<file path="src/rtl/mfalu_pkg.sv">
package mfalu_pkg;

  typedef enum logic [3:0] {
    OP_SADD = 4'd0,  OP_SSUB = 4'd1,  OP_SMUL = 4'd2,  OP_SMAX = 4'd3,
    OP_SMIN = 4'd4,  OP_UADD = 4'd5,  OP_USUB = 4'd6,  OP_UMUL = 4'd7,
    OP_UMAX = 4'd8,  OP_UMIN = 4'd9,  OP_AND  = 4'd10, OP_OR   = 4'd11,
    OP_XOR  = 4'd12, OP_INV  = 4'd13, OP_REV  = 4'd14, OP_NONE = 4'd15
  } op_e;

  typedef enum logic [2:0] {
    GRP_ADD, GRP_MUL, GRP_CMP, GRP_LOGIC, GRP_ZERO
  } grp_e;

  typedef enum logic [2:0] {
    LG_AND, LG_OR, LG_XOR, LG_INV, LG_REV
  } lsel_e;

  typedef struct packed {
    grp_e  grp;
    logic  sgn;
    logic  sub;
    logic  pick_max;
    lsel_e lsel;
  } dec_t;

  // Splits an operation code into the controls of the datapath units.
  function automatic dec_t decode_op(op_e op);
    dec_t d;
    d.grp      = GRP_ZERO;
    d.sgn      = 1'b0;
    d.sub      = 1'b0;
    d.pick_max = 1'b0;
    d.lsel     = LG_AND;
    case (op)
      OP_SADD: begin d.grp = GRP_ADD; d.sgn = 1'b1; end
      OP_SSUB: begin d.grp = GRP_ADD; d.sgn = 1'b1; d.sub = 1'b1; end
      OP_SMUL: begin d.grp = GRP_MUL; d.sgn = 1'b1; end
      OP_SMAX: begin d.grp = GRP_CMP; d.sgn = 1'b1; d.pick_max = 1'b1; end
      OP_SMIN: begin d.grp = GRP_CMP; d.sgn = 1'b1; end
      OP_UADD: d.grp = GRP_ADD;
      OP_USUB: begin d.grp = GRP_ADD; d.sub = 1'b1; end
      OP_UMUL: d.grp = GRP_MUL;
      OP_UMAX: begin d.grp = GRP_CMP; d.pick_max = 1'b1; end
      OP_UMIN: d.grp = GRP_CMP;
      OP_AND:  begin d.grp = GRP_LOGIC; d.lsel = LG_AND; end
      OP_OR:   begin d.grp = GRP_LOGIC; d.lsel = LG_OR;  end
      OP_XOR:  begin d.grp = GRP_LOGIC; d.lsel = LG_XOR; end
      OP_INV:  begin d.grp = GRP_LOGIC; d.lsel = LG_INV; end
      OP_REV:  begin d.grp = GRP_LOGIC; d.lsel = LG_REV; end
      default: d.grp = GRP_ZERO;
    endcase
    return d;
  endfunction

  // Signed overflow of an add/subtract, judged from the operand and result signs.
  function automatic logic signed_wrap(logic sa, logic sb, logic sr, logic sub);
    logic same_in;
    same_in = sub ? (sa ^ sb) : ~(sa ^ sb);
    return same_in & (sr ^ sa);
  endfunction

endpackage

</file>
<file path="src/rtl/mfalu_addsub.sv">
module mfalu_addsub #(
  parameter int W = 32
) (
  input  logic [W-1:0] a,
  input  logic [W-1:0] b,
  input  logic         sub,
  output logic [W-1:0] sum,
  output logic         s_ovf,
  output logic         u_ovf
);
  import mfalu_pkg::*;

  logic [W:0] wide;

  // One W+1 bit adder serves both directions; bit W is carry or borrow.
  always_comb begin
    if (sub) wide = {1'b0, a} - {1'b0, b};
    else     wide = {1'b0, a} + {1'b0, b};
  end

  assign sum   = wide[W-1:0];
  assign u_ovf = wide[W];
  assign s_ovf = signed_wrap(a[W-1], b[W-1], wide[W-1], sub);

endmodule

</file>
<file path="src/rtl/mfalu_mul.sv">
module mfalu_mul #(
  parameter int W = 32
) (
  input  logic [W-1:0] a,
  input  logic [W-1:0] b,
  input  logic         sgn,
  output logic [W-1:0] prod_lo,
  output logic         ovf
);
  localparam int EW = W + 1;
  localparam int PW = 2 * EW;

  logic signed [EW-1:0] xa;
  logic signed [EW-1:0] xb;
  logic signed [PW-1:0] prod;
  logic [PW-W:0]        hi_s;
  logic [PW-W-1:0]      hi_u;

  // Widening by one bit lets a single signed multiplier cover both modes.
  assign xa   = {sgn & a[W-1], a};
  assign xb   = {sgn & b[W-1], b};
  assign prod = xa * xb;

  assign hi_s    = prod[PW-1:W-1];
  assign hi_u    = prod[PW-1:W];
  assign prod_lo = prod[W-1:0];
  assign ovf     = sgn ? ~((&hi_s) | ~(|hi_s)) : (|hi_u);

endmodule

</file>
<file path="src/rtl/mfalu_cmp.sv">
module mfalu_cmp #(
  parameter int W = 32
) (
  input  logic [W-1:0] a,
  input  logic [W-1:0] b,
  input  logic         sgn,
  input  logic         pick_max,
  output logic [W-1:0] pick
);
  logic signed [W:0] xa;
  logic signed [W:0] xb;
  logic              a_lt_b;

  assign xa     = {sgn & a[W-1], a};
  assign xb     = {sgn & b[W-1], b};
  assign a_lt_b = xa < xb;

  always_comb begin
    if (pick_max) pick = a_lt_b ? b : a;
    else          pick = a_lt_b ? a : b;
  end

endmodule

</file>
<file path="src/rtl/mfalu_logic.sv">
module mfalu_logic #(
  parameter int W = 32
) (
  input  logic [W-1:0]     a,
  input  logic [W-1:0]     b,
  input  mfalu_pkg::lsel_e lsel,
  output logic [W-1:0]     y
);
  import mfalu_pkg::*;

  logic [W-1:0] rev;

  for (genvar i = 0; i < W; i++) begin : g_rev
    assign rev[i] = a[W-1-i];
  end

  always_comb begin
    case (lsel)
      LG_AND:  y = a & b;
      LG_OR:   y = a | b;
      LG_XOR:  y = a ^ b;
      LG_INV:  y = ~a;
      LG_REV:  y = rev;
      default: y = '0;
    endcase
  end

endmodule

</file>
<file path="src/rtl/mfalu_top.sv">
module mfalu_top #(
  parameter int W = 32
) (
  input  logic         clk,
  input  logic         rst_n,
  input  logic [W-1:0] opnd_a,
  input  logic [W-1:0] opnd_b,
  input  logic [3:0]   op_sel,
  input  logic         in_vld,
  output logic [W-1:0] res_out,
  output logic         ovf_out,
  output logic         out_vld
);
  import mfalu_pkg::*;

  dec_t         dec;
  logic [W-1:0] add_sum, mul_lo, cmp_pick, lg_y;
  logic         add_sovf, add_uovf, mul_ovf;
  logic [W-1:0] res_nxt;
  logic         ovf_nxt;

  assign dec = decode_op(op_e'(op_sel));

  mfalu_addsub #(.W(W)) u_add (
    .a(opnd_a), .b(opnd_b), .sub(dec.sub),
    .sum(add_sum), .s_ovf(add_sovf), .u_ovf(add_uovf)
  );

  mfalu_mul #(.W(W)) u_mul (
    .a(opnd_a), .b(opnd_b), .sgn(dec.sgn),
    .prod_lo(mul_lo), .ovf(mul_ovf)
  );

  mfalu_cmp #(.W(W)) u_cmp (
    .a(opnd_a), .b(opnd_b), .sgn(dec.sgn), .pick_max(dec.pick_max),
    .pick(cmp_pick)
  );

  mfalu_logic #(.W(W)) u_lg (
    .a(opnd_a), .b(opnd_b), .lsel(dec.lsel), .y(lg_y)
  );

  always_comb begin
    res_nxt = '0;
    ovf_nxt = 1'b0;
    case (dec.grp)
      GRP_ADD: begin
        res_nxt = add_sum;
        ovf_nxt = dec.sgn ? add_sovf : add_uovf;
      end
      GRP_MUL: begin
        res_nxt = mul_lo;
        ovf_nxt = mul_ovf;
      end
      GRP_CMP:   res_nxt = cmp_pick;
      GRP_LOGIC: res_nxt = lg_y;
      default: begin
        res_nxt = '0;
        ovf_nxt = 1'b0;
      end
    endcase
  end

  always_ff @(posedge clk or negedge rst_n) begin
    if (!rst_n) begin
      res_out <= '0;
      ovf_out <= 1'b0;
      out_vld <= 1'b0;
    end else begin
      out_vld <= in_vld;
      if (in_vld) begin
        res_out <= res_nxt;
        ovf_out <= ovf_nxt;
      end
    end
  end

endmodule

</file>
<file path="config.mk">
export PLATFORM = sky130hd
export DESIGN_NAME = mfalu_top
export DESIGN_NICKNAME = d
export VERILOG_FILES = /design/src/rtl/mfalu_pkg.sv /design/src/rtl/mfalu_addsub.sv /design/src/rtl/mfalu_mul.sv /design/src/rtl/mfalu_cmp.sv /design/src/rtl/mfalu_logic.sv /design/src/rtl/mfalu_top.sv
export SDC_FILE = /design/constraint.sdc
export NUM_CORES = 2
export LEC_CHECK = 0
export ABC_AREA = 1
export BUFFER_PORTS_ARGS = -buffer_cell sky130_fd_sc_hd__buf_2
export CORE_ASPECT_RATIO = 2
export CORE_UTILIZATION = 55
export CTS_BUF_LIST = sky130_fd_sc_hd__clkbuf_16
export CTS_CLUSTER_DIAMETER = 60
export CTS_CLUSTER_SIZE = 40
export DETAILED_ROUTE_END_ITERATION = 8
export GPL_TIMING_DRIVEN = 0
export PLACE_DENSITY = 0.83
export SLEW_MARGIN = 20
export SYNTH_ARGS = -nofsm -noshare
export SYNTH_HDL_FRONTEND = slang
export SYNTH_SLANG_ARGS = --single-unit
</file>
<file path="constraint.sdc">
create_clock -name clk -period 2 [get_ports clk]
set_clock_uncertainty 0.2 [all_clocks]
set_input_delay 0.2 -clock clk [delete_from_list [all_inputs] [get_ports clk]]
set_output_delay 0.2 -clock clk [all_outputs]
set_load 0.01 [all_outputs]
</file>
==> results by group, run 1 <==
Yosys
  • Primary FF master, synth: dfrtp_1
  • Post-synthesis async set-or-reset flop share: 100.0%
  • Syn Std Cell Area: about 50,000 um^2
  • Avg Inst Size Synth: between 7 and 8 um^2
  • Dominant cell type by area after synthesis: fa_1
  • Synth warnings: 0
  • Mapped Nets: ~8.5k
  • Post-synthesis cell type count: just under 60
  • Share of the synthesized area in the top cell type: between 40% and 50%
  • Post-synthesis sequential area ratio: around 1.7%
  • Mapped Cells: 6,955
  • Synth top area cells: fa_1 (46%), inv_1 (16%), nand2_1 (14%)
  • #FFs+latches synth: 34
  • EDFF count, synth: 0

Global route
  • Global route overflow: 280
  • Vias in the first global route: 56.66k
  • Global-route wire length before repair: between 400,000 and 500,000 um
  • Largest net degree at the start of global routing: 35
  • GRT Overall Usage: around 65%

Floorplan
  • Num rows: approximately 160
  • Die Span Y: 429.4 um
  • Io pins: 105
  • Starting Density: a little under three fifths
  • Die W: about 220 um

Run status
  • Error Message: [ERROR GRT-0116] Global routing finished with congestion. Check the congestion regions in the DRC Viewer.
  • Failed at: 5_1_grt
  • Outcome: did not finish

Clock tree
  • Sinks on Clock Net: 34
  • CTS H-Tree Depth: 2
  • Clk buf depth: 2
  • Clk root buf: clkbuf_16
  • CTS Buf Count: 5

Placement
  • Inst Count DP: between 8k and 9k
  • PortBufs: between 100 and 150
  • Half-perimeter wire length after detailed placement: about 210,000 um
  • GP Congestion: about 1.1
## cells in the mapped netlist (17+ instances only)
library cell  number
a21oi_1          147
clkbuf_1         274
dfrtp_1           34
fa_1            1146
ha_1             346
inv_1           2181
nand2_1         1919
nand3_1          136
nand4_1           38
nor2_1           297
nor3_1            20
o211ai_1          17
o21ai_0          106
o22ai_1           42
o31ai_1           18
xnor2_1           24
xor2_1            47
## timing repair
action | in CTS
hold buffers | 2
setup endpoints to repair | 33
setup buffers | 74
pin swaps | 106
gates resized for setup | 806
cloned | 1
endpoints found under the hold margin | 35
## layer usage
layer	GRT overflow	track usage, %
met4	111	68.48
met3	4	36.88
met5	0	7.407
met2	164	90.85
met1	1	64.76
## logic make-up after synthesis
family | Yosys count | share of synthesized area [%]
XOR/XNOR | 71 | 1.238
adder cells (fa/ha/maj) | 1492 | 54.28
AO/OA/AOI/OAI | 392 | 4.525
AND/OR/NAND/NOR | 2477 | 19.61
buffers and inverters | 2489 | 18.65
flip-flops | 34 | 1.694
## stage by stage
stage	hold WS [ns]	worst slack (ns)	TNS, ns	area, um^2
detailed placement	0.1117	-9.381	-173.10	53700
global placement	0.09805	-9.370	-171.58	53680
CTS	0.2809	-6.535	-132.04	58030
floorplan	-0.2956	-5.617	-109.62	51680
==> run 2, diff against run 1 <==
--- a/config.mk
+++ b/config.mk
@@ -7,14 +7,10 @@
 export LEC_CHECK = 0
 export ABC_AREA = 1
 export BUFFER_PORTS_ARGS = -buffer_cell sky130_fd_sc_hd__buf_2
-export CORE_ASPECT_RATIO = 2
-export CORE_UTILIZATION = 55
-export CTS_BUF_LIST = sky130_fd_sc_hd__clkbuf_16
-export CTS_CLUSTER_DIAMETER = 60
-export CTS_CLUSTER_SIZE = 40
+export CORE_UTILIZATION = 40
 export DETAILED_ROUTE_END_ITERATION = 8
 export GPL_TIMING_DRIVEN = 0
-export PLACE_DENSITY = 0.83
+export PLACE_DENSITY_LB_ADDON = 0.15
 export SLEW_MARGIN = 20
 export SYNTH_ARGS = -nofsm -noshare
 export SYNTH_HDL_FRONTEND = slang
==> results by group, run 2 <==
Setup path
  • Worst Path Arrival: between 8 and 9 ns
  • FF-to-FF setup slack: about 1.2 ns
  • Crit start category: primary input
  • Worst Setup End Kind: flip-flop
  • Depth of the worst register-to-register path: 2
  • R2r startpoint: res_out[24]
  • Critical path's slowest cell: fa_1
  • CP max FO: 10
  • Slowest stage delay, CP: roughly 0.62 ns
  • Setup Crit Path Kind: in -> reg
  • Worst reg2reg path endpoint: res_out[24]
  • Required time of the critical path: between 1.5 and 2 ns

Yosys
  • EDFF count, synth: 0
  • Post-synthesis cell type count: 58
  • Syn Std Cell Area: about 50,000 um^2
  • Mapped Nets: 8,518
  • Post-synthesis async set-or-reset flop share: 100.0%
  • Dominant cell type by area after synthesis: fa_1
  • Post-synthesis sequential area ratio: under 10%
  • Mapped Cells: slightly below 7k
  • Avg Inst Size Synth: 7.223 um^2
  • Share of the synthesized area in the top cell type: between 40% and 50%
  • Top-count cell post-synth: inv_1
  • Synth top area cells: fa_1 (46%), inv_1 (16%), nand2_1 (14%)
  • Synth warnings: 0
  • #FFs+latches synth: 34
  • Primary FF master, synth: dfrtp_1
  • Top cells by count, synth: inv_1 (2,181), nand2_1 (1,919), fa_1 (1,146)

Floorplan
  • Area of the die: between 100,000 and 150,000 um^2
  • Die W: 356.4 um
  • Starting Density: between 40% and 50%
  • Die Span Y: roughly 360 um
  • Placeable Area: about 120,000 um^2
  • Io pins: between 100 and 150
  • Num rows: 129

Cells and area
  • Layout area overhead: 21.96%
  • Top Registers: res_out x32, out_vld x1, ovf_out x1
  • Layout cell share with drive strength beyond 1: 16.67%
  • Fin cells: between 8k and 9k
  • Nets: 8,833
  • Top reg by flops: res_out
  • Post-layout util: roughly half
  • Most frequent cells in the layout: inv_1 (2,087), nand2_1 (1,757), fa_1 (1,086)
  • Max reg flops: 32
  • Commonest non-fill, non-tap cell in the layout: inv_1

Clock tree
  • Sinks on Clock Net: 34
  • Clock latency on the worst-skew pair: about 0.28 ns
  • CTS H-Tree Depth: 2
  • CTS Buf Count: 5
  • Clk buf depth: 2
  • Reg clk slew, reported paths: around 0.050 ns
  • Clk root buf: clkbuf_16
  • CTS tree: yes

Placement
  • Post-place setup slack: -8.280 ns
  • GP Congestion: ~1.0
  • Inst Count DP: about 8.7k
  • PortBufs: about 100
  • Half-perimeter wire length after detailed placement: ~200,000 um

Detailed routing
  • DRC violations left: 0
  • Iter 0 DRT Violations: about 4.7k
  • DRT Pass-1 Iters: 5
  • Post-Route WL: around 230,000 um
  • Vias: 46.20k
  • Post-DRT Antenna Nets: 0
  • Vias per cell: slightly above 5
  • DR WL/cell: around 26 um

STA
  • Period minus WS final: approximately 8.3 ns
  • Max Clk Rate: ~0.12 GHz
  • Total negative slack: -130.63 ns
  • RSZ-0062 raised after global routing: yes
  • Fin crit share: 417.0%
  • Final worst-path setup slack: -6.340 ns
  • Slew margin rel.: approximately 31%
  • Final setup viols: 33
  • Final hold vios: 0
  • Worst Tran Pin Value: approximately 1.0 ns
  • Final Max Tran Viols: 0

Global route
  • Initial antenna violation count: 6
  • Vias in the first global route: 47.55k
  • Global-route wire length before repair: between 300,000 and 400,000 um
  • Global route overflow: 0
  • Largest net degree at the start of global routing: 35
  • GRT Overall Usage: approximately 37%

Worst hold path
  • Hold Crit Start: res_out[28]
  • Hold Path Stages: 2
  • Hold Path End: res_out[28]
  • Hold WC Path Type: reg -> reg

Run
  • Max cap viols: 0

Run status
  • Violated checks: negative setup slack
  • Outcome: finished with violations
run 2: cell counts after synthesis:
Identical to the previous run, type by type.
run 2: cells by family (layout without fill, tap and decap cells):
family / count (synthesis) / in the layout / synth area share [%]
flip-flops: 34 / 34 / 1.694
AND/OR/NAND/NOR: 2477 / 2477 / 19.61
adder cells (fa/ha/maj): 1492 / 1492 / 54.28
XOR/XNOR: 71 / 71 / 1.238
other: 0 / 3 / 0
AO/OA/AOI/OAI: 392 / 392 / 4.525
buffers and inverters: 2489 / 2805 / 18.65
run 2: critical path, delay by kind of cell:
family | cells | cell delay [ns]
and+or+nand+nor | 22 | 2.45
AOI/OAI and AO/OA | 1 | 0.07
buffers and inverters | 8 | 1.09
adders and majority gates | 9 | 4.43
run 2: worst max path at each step:
| stage | start | endpoint | slack (ns) | depth (start not counted) |
|---|---|---|---|---|
| after floorplan | op_sel[0] | ovf_out | -5.62 | 37 |
| after global placement | opnd_b[13] | ovf_out | -8.36 | 35 |
| after detailed placement | opnd_b[13] | ovf_out | -8.28 | 35 |
| after CTS | opnd_a[31] | ovf_out | -6.24 | 40 |
| after global routing | op_sel[3] | ovf_out | -6.64 | 43 |
| final | op_sel[0] | ovf_out | -6.34 | 40 |
run 2: through the flow:
step           hold slack (ns)  area [um^2]
6_report                0.2732        61270
4_1_cts                 0.2714        59930
3_5_place_dp            0.1130        54280
5_1_grt                 0.2926        61270
3_3_place_gp            0.1145        54250
2_1_floorplan          -0.2956        51680
run 2: area by class of cell:
| cell class | instances | area (um^2) |
|---|---|---|
| Antenna cell | 3 | 7.507 |
| Buffer | 300 | 4134 |
| Clock buffer | 5 | 125.1 |
| Clock inverter | 3 | 40.04 |
| Fill cell | 12359 | 62850 |
| Inverter | 2187 | 8252 |
| Multi-Input combinational cell | 4432 | 43070 |
| Sequential cell | 34 | 850.8 |
| Tap cell | 1637 | 2048 |
| Timing Repair Buffer | 310 | 2743 |
run 2: repair_timing:
item                       4_1_cts  5_1_grt
hold buffers                     2        0
setup endpoints to repair       33       33
pin swaps                      168      131
buffers inserted               147       52
gates resized for setup        965      317
hold endpoints to repair        35        0
gates cloned                     3        1
run 2: per-layer routing:
| layer | GRT usage, % | routed length, um |
|---|---|---|
| met1 | 50.44 | 94880 |
| met3 | 7.893 | 23370 |
| met4 | 16.51 | 13030 |
| met5 | 0 | 13 |
| met2 | 57.66 | 102700 |
Power of run 2 is left out: the tool's default activity adds up to more than one toggle a clock period on the data nets, which glitch-free logic cannot reach.
